===== config.mk =====
export PLATFORM = sky130hd
export DESIGN_NAME = hwlock_bank
export DESIGN_NICKNAME = d
export VERILOG_FILES = /design/src/rtl/hwlock_pkg.sv /design/src/rtl/hwlock_decode.sv /design/src/rtl/hwlock_cell.sv /design/src/rtl/hwlock_rdmux.sv /design/src/rtl/hwlock_bank.sv
export SDC_FILE = /design/constraint.sdc
export NUM_CORES = 1
export LEC_CHECK = 0
export BUFFER_PORTS_ARGS = -buffer_cell sky130_fd_sc_hd__clkbuf_2
export CAP_MARGIN = 20
export CORE_ASPECT_RATIO = 0.75
export CORE_UTILIZATION = 47
export DETAILED_ROUTE_END_ITERATION = 6
export GPL_ROUTABILITY_DRIVEN = 0
export PLACE_DENSITY = 0.73
export SLEW_MARGIN = 20
export SYNTH_ARGS = -nofsm -noshare
export SYNTH_HDL_FRONTEND = slang
export SYNTH_SLANG_ARGS = --single-unit

===== constraint.sdc =====
create_clock -name clk -period 1.5 [get_ports clk]
set_input_delay 0.075 -clock clk [delete_from_list [all_inputs] [get_ports clk]]
set_output_delay 0.075 -clock clk [all_outputs]
set_load 0.1 [all_outputs]

===== src/rtl/hwlock_pkg.sv =====
package hwlock_pkg;

   typedef enum logic [1:0] {
      RGN_NONE   = 2'd0,
      RGN_IDENT  = 2'd1,
      RGN_OCCUPY = 2'd2,
      RGN_LOCK   = 2'd3
   } hwl_region_e;

   function automatic int hwl_idx_width(input int n);
      return (n > 1) ? $clog2(n) : 1;
   endfunction

endpackage


===== src/rtl/hwlock_decode.sv =====
module hwlock_decode
   import hwlock_pkg::*;
#(
   parameter int ADDR_W     = 12,
   parameter int NUM_LOCKS  = 32,
   parameter int LOCK_BASE  = 'h100,
   parameter int IDENT_OFS  = 'h0,
   parameter int OCCUPY_OFS = 'h10,
   localparam int IDX_W     = hwl_idx_width(NUM_LOCKS)
) (
   input  logic [ADDR_W-1:0] addr,
   output hwl_region_e       region,
   output logic [IDX_W-1:0]  idx
);
   localparam int LOCK_END = LOCK_BASE + 4 * NUM_LOCKS;

   logic [ADDR_W-1:0] off;
   logic              in_range;
   logic              aligned;

   always_comb begin
      off      = addr - ADDR_W'(LOCK_BASE);
      aligned  = (addr[1:0] == 2'b00);
      in_range = (addr >= ADDR_W'(LOCK_BASE)) && ({1'b0, addr} < (ADDR_W+1)'(LOCK_END));
      region   = RGN_NONE;
      idx      = '0;
      if (addr == ADDR_W'(IDENT_OFS)) begin
         region = RGN_IDENT;
      end else if (addr == ADDR_W'(OCCUPY_OFS)) begin
         region = RGN_OCCUPY;
      end else if (aligned && in_range) begin
         region = RGN_LOCK;
         idx    = IDX_W'(off >> 2);
      end
   end

endmodule


===== src/rtl/hwlock_cell.sv =====
module hwlock_cell (
   input  logic clk,
   input  logic rst_n,
   input  logic grab,
   input  logic drop,
   input  logic poke,
   output logic held
);
   always_ff @(posedge clk or negedge rst_n) begin
      if (!rst_n)    held <= 1'b0;
      else if (grab) held <= 1'b1;
      else if (drop) held <= 1'b0;
   end

   p_grab_takes_r3: assert property (@(posedge clk) disable iff (!rst_n)
      grab |=> held);
   p_taken_stays_r4: assert property (@(posedge clk) disable iff (!rst_n)
      (held && !drop) |=> held);
   p_drop_frees_r5: assert property (@(posedge clk) disable iff (!rst_n)
      drop |=> !held);
   p_poke_inert_r6: assert property (@(posedge clk) disable iff (!rst_n)
      (poke && !grab) |=> (held == $past(held)));

endmodule


===== src/rtl/hwlock_rdmux.sv =====
module hwlock_rdmux
   import hwlock_pkg::*;
#(
   parameter int DATA_W    = 32,
   parameter int NUM_LOCKS = 32,
   localparam int IDX_W    = hwl_idx_width(NUM_LOCKS)
) (
   input  hwl_region_e          region,
   input  logic [IDX_W-1:0]     idx,
   input  logic [NUM_LOCKS-1:0] lock_vec,
   output logic [DATA_W-1:0]    rdata
);
   logic sel_bit;

   always_comb begin
      sel_bit = 1'b0;
      for (int k = 0; k < NUM_LOCKS; k++) begin
         if (idx == IDX_W'(k)) sel_bit = lock_vec[k];
      end
      unique case (region)
         RGN_IDENT:  rdata = DATA_W'(NUM_LOCKS);
         RGN_OCCUPY: rdata = DATA_W'(lock_vec);
         RGN_LOCK:   rdata = DATA_W'(sel_bit);
         default:    rdata = '0;
      endcase
   end

endmodule


===== src/rtl/hwlock_bank.sv =====
module hwlock_bank
   import hwlock_pkg::*;
#(
   parameter int ADDR_W     = 12,
   parameter int DATA_W     = 32,
   parameter int NUM_LOCKS  = 32,
   parameter int LOCK_BASE  = 'h100,
   parameter int IDENT_OFS  = 'h0,
   parameter int OCCUPY_OFS = 'h10
) (
   input  logic              clk,
   input  logic              rst_n,
   input  logic              req_valid,
   input  logic              req_write,
   input  logic [ADDR_W-1:0] req_addr,
   input  logic [DATA_W-1:0] req_wdata,
   output logic              rsp_valid,
   output logic [DATA_W-1:0] rsp_rdata
);
   localparam int IDX_W = hwl_idx_width(NUM_LOCKS);

   if (NUM_LOCKS < 1 || NUM_LOCKS > DATA_W) begin : g_bad_count
      $error("hwlock_bank: NUM_LOCKS must lie in 1..DATA_W");
   end
   if (LOCK_BASE + 4 * NUM_LOCKS > (1 << ADDR_W)) begin : g_bad_window
      $error("hwlock_bank: lock words do not fit the address window");
   end
   if ((LOCK_BASE % 4) != 0) begin : g_bad_base
      $error("hwlock_bank: LOCK_BASE must be word aligned");
   end

   hwl_region_e          region;
   logic [IDX_W-1:0]     idx;
   logic [NUM_LOCKS-1:0] lock_vec;
   logic [DATA_W-1:0]    rd_next;
   logic                 is_rd;
   logic                 is_wr;
   logic                 wr_zero;

   assign is_rd   = req_valid && !req_write;
   assign is_wr   = req_valid &&  req_write;
   assign wr_zero = (req_wdata == '0);

   hwlock_decode #(
      .ADDR_W(ADDR_W), .NUM_LOCKS(NUM_LOCKS), .LOCK_BASE(LOCK_BASE),
      .IDENT_OFS(IDENT_OFS), .OCCUPY_OFS(OCCUPY_OFS)
   ) decode_i (
      .addr(req_addr), .region(region), .idx(idx)
   );

   for (genvar g = 0; g < NUM_LOCKS; g++) begin : g_lock
      logic hit;
      assign hit = (region == RGN_LOCK) && (idx == IDX_W'(g));
      hwlock_cell cell_i (
         .clk  (clk),
         .rst_n(rst_n),
         .grab (is_rd && hit),
         .drop (is_wr && hit && wr_zero),
         .poke (is_wr && hit && !wr_zero),
         .held (lock_vec[g])
      );
   end

   hwlock_rdmux #(.DATA_W(DATA_W), .NUM_LOCKS(NUM_LOCKS)) rdmux_i (
      .region(region), .idx(idx), .lock_vec(lock_vec), .rdata(rd_next)
   );

   always_ff @(posedge clk or negedge rst_n) begin
      if (!rst_n) begin
         rsp_valid <= 1'b0;
         rsp_rdata <= '0;
      end else begin
         rsp_valid <= is_rd;
         rsp_rdata <= is_rd ? rd_next : '0;
      end
   end

   // winning read sees 0 and leaves the lock taken
   p_free_read_wins_r3: assert property (@(posedge clk) disable iff (!rst_n)
      (is_rd && region == RGN_LOCK && !lock_vec[idx])
      |=> (rsp_rdata == '0 && lock_vec[$past(idx)]));
   // losing read sees 1
   p_taken_read_loses_r4: assert property (@(posedge clk) disable iff (!rst_n)
      (is_rd && region == RGN_LOCK && lock_vec[idx])
      |=> (rsp_rdata == DATA_W'(1)));
   // occupancy read mirrors the vector and changes nothing
   p_occupy_mirror_r7: assert property (@(posedge clk) disable iff (!rst_n)
      (is_rd && region == RGN_OCCUPY)
      |=> (rsp_rdata == DATA_W'($past(lock_vec)) && $stable(lock_vec)));
   // identity register value
   p_ident_value_r8: assert property (@(posedge clk) disable iff (!rst_n)
      (is_rd && region == RGN_IDENT) |=> (rsp_rdata == DATA_W'(NUM_LOCKS)));
   // unmapped offsets are inert
   p_unmapped_inert_r9: assert property (@(posedge clk) disable iff (!rst_n)
      (req_valid && region == RGN_NONE) |=> ($stable(lock_vec) && rsp_rdata == '0));
   // response timing
   p_rsp_after_read_r11: assert property (@(posedge clk) disable iff (!rst_n)
      is_rd |=> rsp_valid);
   p_rsp_quiet_r11: assert property (@(posedge clk) disable iff (!rst_n)
      !is_rd |=> (!rsp_valid && rsp_rdata == '0));

endmodule


; ---- Yosys cells after proc, flatten, opt, wreduce, memory -nomap -nowiden
; Index checks and enable logic that the tools add are counted.
[op_classes]
add_sub_neg = 1
n_mul = 0
div_mod_pow = 0
n_lt_le_gt_ge = 2
eq_ne = 35
shift = 0
mux = 104
bitwise = 0
reduce_logical = 169
[op_table]
columns = operator, count
row1 = 1-bit logical AND, 132
row2 = 1-bit 2-to-1 mux, 96
row3 = 32-bit one-hot mux with 3 select lines, 1
row4 = 5-bit equality test (second input constant), 16
row5 = 2-bit nonzero test, 32
row6 = 5-bit by 4-bit equality test with 1-bit output (second input constant), 8
row7 = 32-bit logical NOT, 1
row8 = 32-bit 2-to-1 mux, 1
row9 = 5-bit by 3-bit equality test with 1-bit output (second input constant), 4
row10 = 5-bit 2-to-1 mux, 3
row11 = 12-bit by 5-bit equality test with 1-bit output (second input constant), 1
row12 = 12-bit by 9-bit greater-or-equal comparator with 1-bit output (second input constant), 1
row13 = 12-bit logical NOT, 1
row14 = 12-bit by 9-bit < comparator with 1-bit output (second input constant), 1
row15 = 5-bit by 2-bit equality test with 1-bit output (second input constant), 2
row16 = 7-bit by 1-bit subtractor with 7-bit output (second input constant), 1
row17 = 2-bit 2-to-1 mux, 3
row18 = 5-bit by 1-bit equality test with 1-bit output (second input constant), 1
row19 = 5-bit logical NOT, 1
row20 = 2-bit equality test (second input constant), 2
row21 = 2-bit by 1-bit equality test with 1-bit output (second input constant), 1
row22 = 2-bit logical NOT, 1
row23 = 1-bit logical NOT, 1
[totals]
reg_bits = 65
latch_bits = 0
ram_bits = 0
rom_bits = 0
out_inout_bits = 33
elab_cells = 345
n_memories = 0

; ---- Logic depth before layout (Yosys ltp)
[logic_depth]
ltp_word = 41
ltp_mapped = 8
ltp_nobuf = 6

; ---- Hierarchy
; From an unflattened synthesis, not the netlist that was laid out.
[unflattened]
hier_cells = 508
area_unflattened_um2 = 4446.8
[modules_own_cells]
columns = module, instances, cells_each, area_per_inst_um2, seq_area_each_um2
row1 = hwlock_bank, 1, 273, 2387.3, 825.8
row2 = hwlock_cell, 32, 3, 36.3, 25.0
row3 = hwlock_rdmux, 1, 120, 807.0, 0.0
row4 = hwlock_decode, 1, 19, 91.3, 0.0

; ---- Least setup slack after synthesis
; OpenSTA, ideal clock, no wires.
[synth_path]
path_kind = input to register
start = in req_addr[1]
end = reg rsp_rdata[0]
setup_time_ps = 80
arrival_ps = 1579
required_time_ps = 1420
setup_slack_ps = -159
path_stages = 6
path_cell_list = or4_4 -> nor2_4 -> nand2_2 -> o32a_1 -> a211o_1 -> o211ai_2
[synth_between]
elab_chain_cells = 41
elab_cells_between_ends = 83
cone_classes = add/sub (1) / order compare (2) / eq/ne (35) / mux (40) / reduce/logical (5)
[synth_lines]
columns = element, line_no
row1 = start: declaration, hwlock_bank.sv:15  ; input logic [ADDR_W-1:0] req_addr,
row2 = 12-bit by 9-bit greater-or-equal comparator with 1-bit output / 12-bit by 9-bit < comparator with 1-bit output (equally long branches), hwlock_decode.sv:24  ; in_range = (addr >= ADDR_W'(LOCK_BASE)) && ({1'b0, addr} < (ADDR_W+1)'(LOCK_END));
row3 = 1-bit logical AND, hwlock_decode.sv:24
row4 = 1-bit logical AND, hwlock_decode.sv:31  ; end else if (aligned && in_range) begin
row5 = 5-bit 2-to-1 mux, hwlock_decode.sv:31
row6 = 5-bit 2-to-1 mux, hwlock_decode.sv:29  ; end else if (addr == ADDR_W'(OCCUPY_OFS)) begin
row7 = 5-bit 2-to-1 mux, hwlock_decode.sv:27  ; if (addr == ADDR_W'(IDENT_OFS)) begin
row8 = 5-bit logical NOT, hwlock_rdmux.sv:18  ; if (idx == IDX_W'(k)) sel_bit = lock_vec[k];
row9 = 1-bit 2-to-1 mux (32 in a row), hwlock_rdmux.sv:18
row10 = 32-bit one-hot mux with 3 select lines (*), hwlock_rdmux.sv:20  ; unique case (region)
row11 = 32-bit 2-to-1 mux (*), hwlock_bank.sv:74  ; rsp_rdata <= is_rd ? rd_next : '0;
row12 = end signal: assignment, hwlock_bank.sv:74
row13 = end: declaration, hwlock_bank.sv:18  ; output logic [DATA_W-1:0] rsp_rdata
; Mark *: on every way between the ends. The rest lies on a longest branch, timed or not.
; A chain may end at the register's enable or synchronous reset.

; ---- Final worst setup path
[layout_path]
start = reg g_lock[19].cell_i.held
end = reg rsp_rdata[0]
[layout_between]
elab_chain_cells = 15
[layout_lines]
columns = element, line_no
row1 = start: declaration, hwlock_cell.sv:7  ; output logic held
row2 = start signal: assignment, hwlock_cell.sv:10  ; if (!rst_n) held <= 1'b0;
row3 = start signal: assignment, hwlock_cell.sv:11  ; else if (grab) held <= 1'b1;
row4 = start signal: assignment, hwlock_cell.sv:12  ; else if (drop) held <= 1'b0;
row5 = 1-bit 2-to-1 mux (13 in a row), hwlock_rdmux.sv:18
row6 = 32-bit one-hot mux with 3 select lines, hwlock_rdmux.sv:20
row7 = 32-bit 2-to-1 mux, hwlock_bank.sv:74
; No other way between the ends.

==> flow_metrics.env <==
export IMPL_fin_util_pct=70.4
export IMPL_setup_viol=1
export IMPL_slowest_stage="mux4_2"
export IMPL_syn_num_nets=351
export IMPL_crit_path_max_incr_delay_ns=0.46
export IMPL_crit_type="reg -> reg"
export IMPL_worstPathMaxFanout=2
export IMPL_synth_edf_count=0
export IMPL_fmax_ghz=0.615
export IMPL_via_per_inst=5.67
export IMPL_p_per_area_nw_per_um2=894
export IMPL_cts_clk_slew_worst_paths_ns=0.07
export IMPL_syn_cell_area_um2=3000
export IMPL_drive_above_1_share_pct=38.9
export IMPL_ys_ff_latch=65
export IMPL_finalClockSkew_ns=0.00544
export IMPL_yosysUniqueCellTypes=50
export IMPL_cts_sinks=65
export IMPL_die_height_um=71.2
export IMPL_maxSlewHeadroom_pct=63.7
export IMPL_start_util_pct=50.2
export IMPL_clk_latency_ns=0.34
export IMPL_reg2regPathDepth=5
export IMPL_grt_pass1_wl_mm=14.1
export IMPL_grt_max_degree=27
export IMPL_clockPowerShare_pct=44.7
export IMPL_combPwrFrac_pct=8.5
export IMPL_grt_antenna_before_repair=0
export IMPL_rsz0062_at_grt="yes"
export IMPL_cp_arrival_ns=1.85
export IMPL_cts_tree="built"
export IMPL_port_buffers=80
export IMPL_drtIter0Drc=366
export IMPL_boundaryPins=81
export IMPL_track_usage_pct=28.5
export IMPL_fillers=454
export IMPL_remaining_drc_errors=0
export IMPL_pre_cts_ws_ns=-0.302
export IMPL_instances_no_fill=523
export IMPL_synth_most_common_cell="dfrtp_1"
export IMPL_synth_area_leader_cell="dfrtp_1"
export IMPL_dpl_cell_count=505
export IMPL_synth_seq_area_share_pct=54.2
export IMPL_root_buffer="clkbuf_8"
export IMPL_cts_buffers=9
export IMPL_die_area_um2=6710
export IMPL_crit_family="multiplexers"
export IMPL_path_cells="mux4_2 > and3_4 > o31a_1 > o21ai_2 > o211ai_2"
export IMPL_core_area_um2=5980
export IMPL_grt_pass1_vias=2799
export IMPL_clk_path_buf_depth=2
export IMPL_status="finished, violations left"
export IMPL_ir_drop_uv=674
export IMPL_fp_dieW_um=94.2
export IMPL_synth_cells=303
export IMPL_h_tree_depth=3
export IMPL_grt_remaining_overflow=0
export IMPL_yosys_warnings=0
export IMPL_hold_path_depth=4
export IMPL_synthTopCellsByArea="dfrtp_1, o21ai_0, and2_1, nor2_1, o21ai_1"
export IMPL_finalHoldViolations=0
export IMPL_synth_top_cells_by_count="dfrtp_1, o21ai_0, and2_1"
export IMPL_wl_per_cell_um=16.3
export IMPL_fin_crit_sh_pct=108
export IMPL_syn_area_per_cell_um2=9.90
export IMPL_antenna_cells=0
export IMPL_hp_class="in -> reg"
export IMPL_leakagePower_nw=2.03
export IMPL_tightest_slew_ns=0.547
export IMPL_drtPass1Iterations=6
export IMPL_worst_slack_ns=-0.127
export IMPL_final_nets=488
export IMPL_worst_setup_path_start_kind="register"
export IMPL_internal_power_mw=2.88
export IMPL_via_count=2967
export IMPL_drt_total_wl_mm=8.55
export IMPL_post_dp_hpwl_mm=6.25
export IMPL_cp_end_kind="register"
export IMPL_synthArstFlopShare_pct=100
export IMPL_layout_min_cycle_time_ns=1.63
export IMPL_synth_top_area_share_pct=54.2
export IMPL_violations="setup timing"
export IMPL_switchingPower_mw=0.881
export IMPL_slew_viol_final=0
export IMPL_rows=24
export IMPL_ys_flop_type="dfrtp_1"
export IMPL_seq_power_share_pct=46.8
export IMPL_ant_nets=0
export IMPL_crit_buf_inv=0
export IMPL_swShare_pct=23.4
export IMPL_area_growth_pct=40.2
export IMPL_cap_viol_max_count=0
export IMPL_crit_required_ns=1.73
export IMPL_crit_cells=5
cells in the final DEF (no fill, tap or decap), types with 2 or more instances in the layout:
cell        instances
clkbuf_2           80
dfrtp_1            65
buf_4              56
o21ai_0            45
and2_1             28
nor2_1             19
nand2_1            15
o21ai_1            15
clkbuf_8           10
nor3_1              9
inv_1               7
nor4_1              7
nand3_1             6
a21oi_1             5
or3_1               4
mux2i_1             4
nand2b_1            3
nand4_1             3
o211ai_1            3
nand3b_1            3
nor4b_1             3
a22oi_1             3
o22ai_1             3
nor3b_1             2
nand2_2             2
a21o_1              2
nor2b_1             2
a31oi_1             2
a211oi_1            2
clkinvlp_4          2
bufinv_16           2
buf_12              2
stage by stage:
stage	hold WS (ns)	instance area, um2	TNS [ns]	power (mW)
after floorplan	-0.221	3000	-0.246	1.90
after detailed placement	0.0404	3900	-5.89	2.09
after global routing	0.107	4210	-0.234	3.90
final	0.113	4210	-0.127	3.76
after global placement	0.0319	3900	-4.24	2.09
after CTS	0.0816	4150	-0.163	3.78
state kept, by name, summed over array words and instances (netlist names):
register and flops:
rsp_rdata 32, rsp_valid 1, g_lock.cell_i.held 32
worst reg2reg max path, cell delays in order, from the launching register on:
cell and delay (ns):
dfrtp_1 0.42, mux4_2 0.46, and3_4 0.19, o31a_1 0.24
o21ai_2 0.12, o211ai_2 0.08
power groups by stage:
stage          Sequential (mW)  Combinational, mW  Clock, mW
6_report                  1.76              0.318       1.68
5_1_grt                   1.76              0.348       1.79
4_1_cts                   1.76              0.307       1.71
3_5_place_dp              1.79              0.302          0
3_3_place_gp              1.79              0.298          0
2_1_floorplan             1.80              0.102          0
final timing paths:
check | from | to | slack [ns]
max | g_lock[19].cell_i.held$_DFFE_PN0P_ | rsp_rdata[0]$_DFF_PN0_ | -0.13
min | req_addr[6] | rsp_rdata[5]$_DFF_PN0_ | 0.11
max reg2reg | g_lock[19].cell_i.held$_DFFE_PN0P_ | rsp_rdata[0]$_DFF_PN0_ | -0.13
min reg2reg | g_lock[20].cell_i.held$_DFFE_PN0P_ | rsp_rdata[20]$_DFF_PN0_ | 0.51
max in group asynchronous | rst_n | g_lock[6].cell_i.held$_DFFE_PN0P_ | 0.79
min in group asynchronous | rst_n | rsp_rdata[12]$_DFF_PN0_ | 0.21
per-layer routing:
layer / share of wire [%] / vias to the layer above / track usage (%) / wire (um)
met5: 0 / - / 0 / 0
met4: 1.4 / 0 / 8.55 / 118
li1: - / 1376 / - / -
met1: 43 / 1424 / 40.0 / 3680
met3: 11 / 15 / 9.89 / 924
met2: 45 / 152 / 41.8 / 3830
final cells by class:
type	instances	area, um2	area share, %
clock buffer	10	138	3.27
tap	78	97.6	2.32
sequential	65	1630	38.7
timing repair buffer	139	871	20.7
inverter	8	30.0	0.714
clock inverter	6	88.8	2.11
multi-input combinational	217	1350	32.2
cells by family after synthesis:
family / after synthesis / share of synthesized area, %
muxes: 6 / 2.46
AOI/OAI and AO/OA: 93 / 18.1
and+or+nand+nor: 118 / 22.4
DFF: 65 / 54.2
buffers and inverters: 21 / 2.80
repair_timing:
action / CTS / global route
setup buffers: 0 / 1
gates resized for setup: 2 / 10
hold buffers: 1 / 0
pin swaps: 3 / 3
endpoints found under the hold margin: 15 / 0
setup endpoints to repair: 1 / 9
Note: power is estimated with default switching activity, not from simulation.
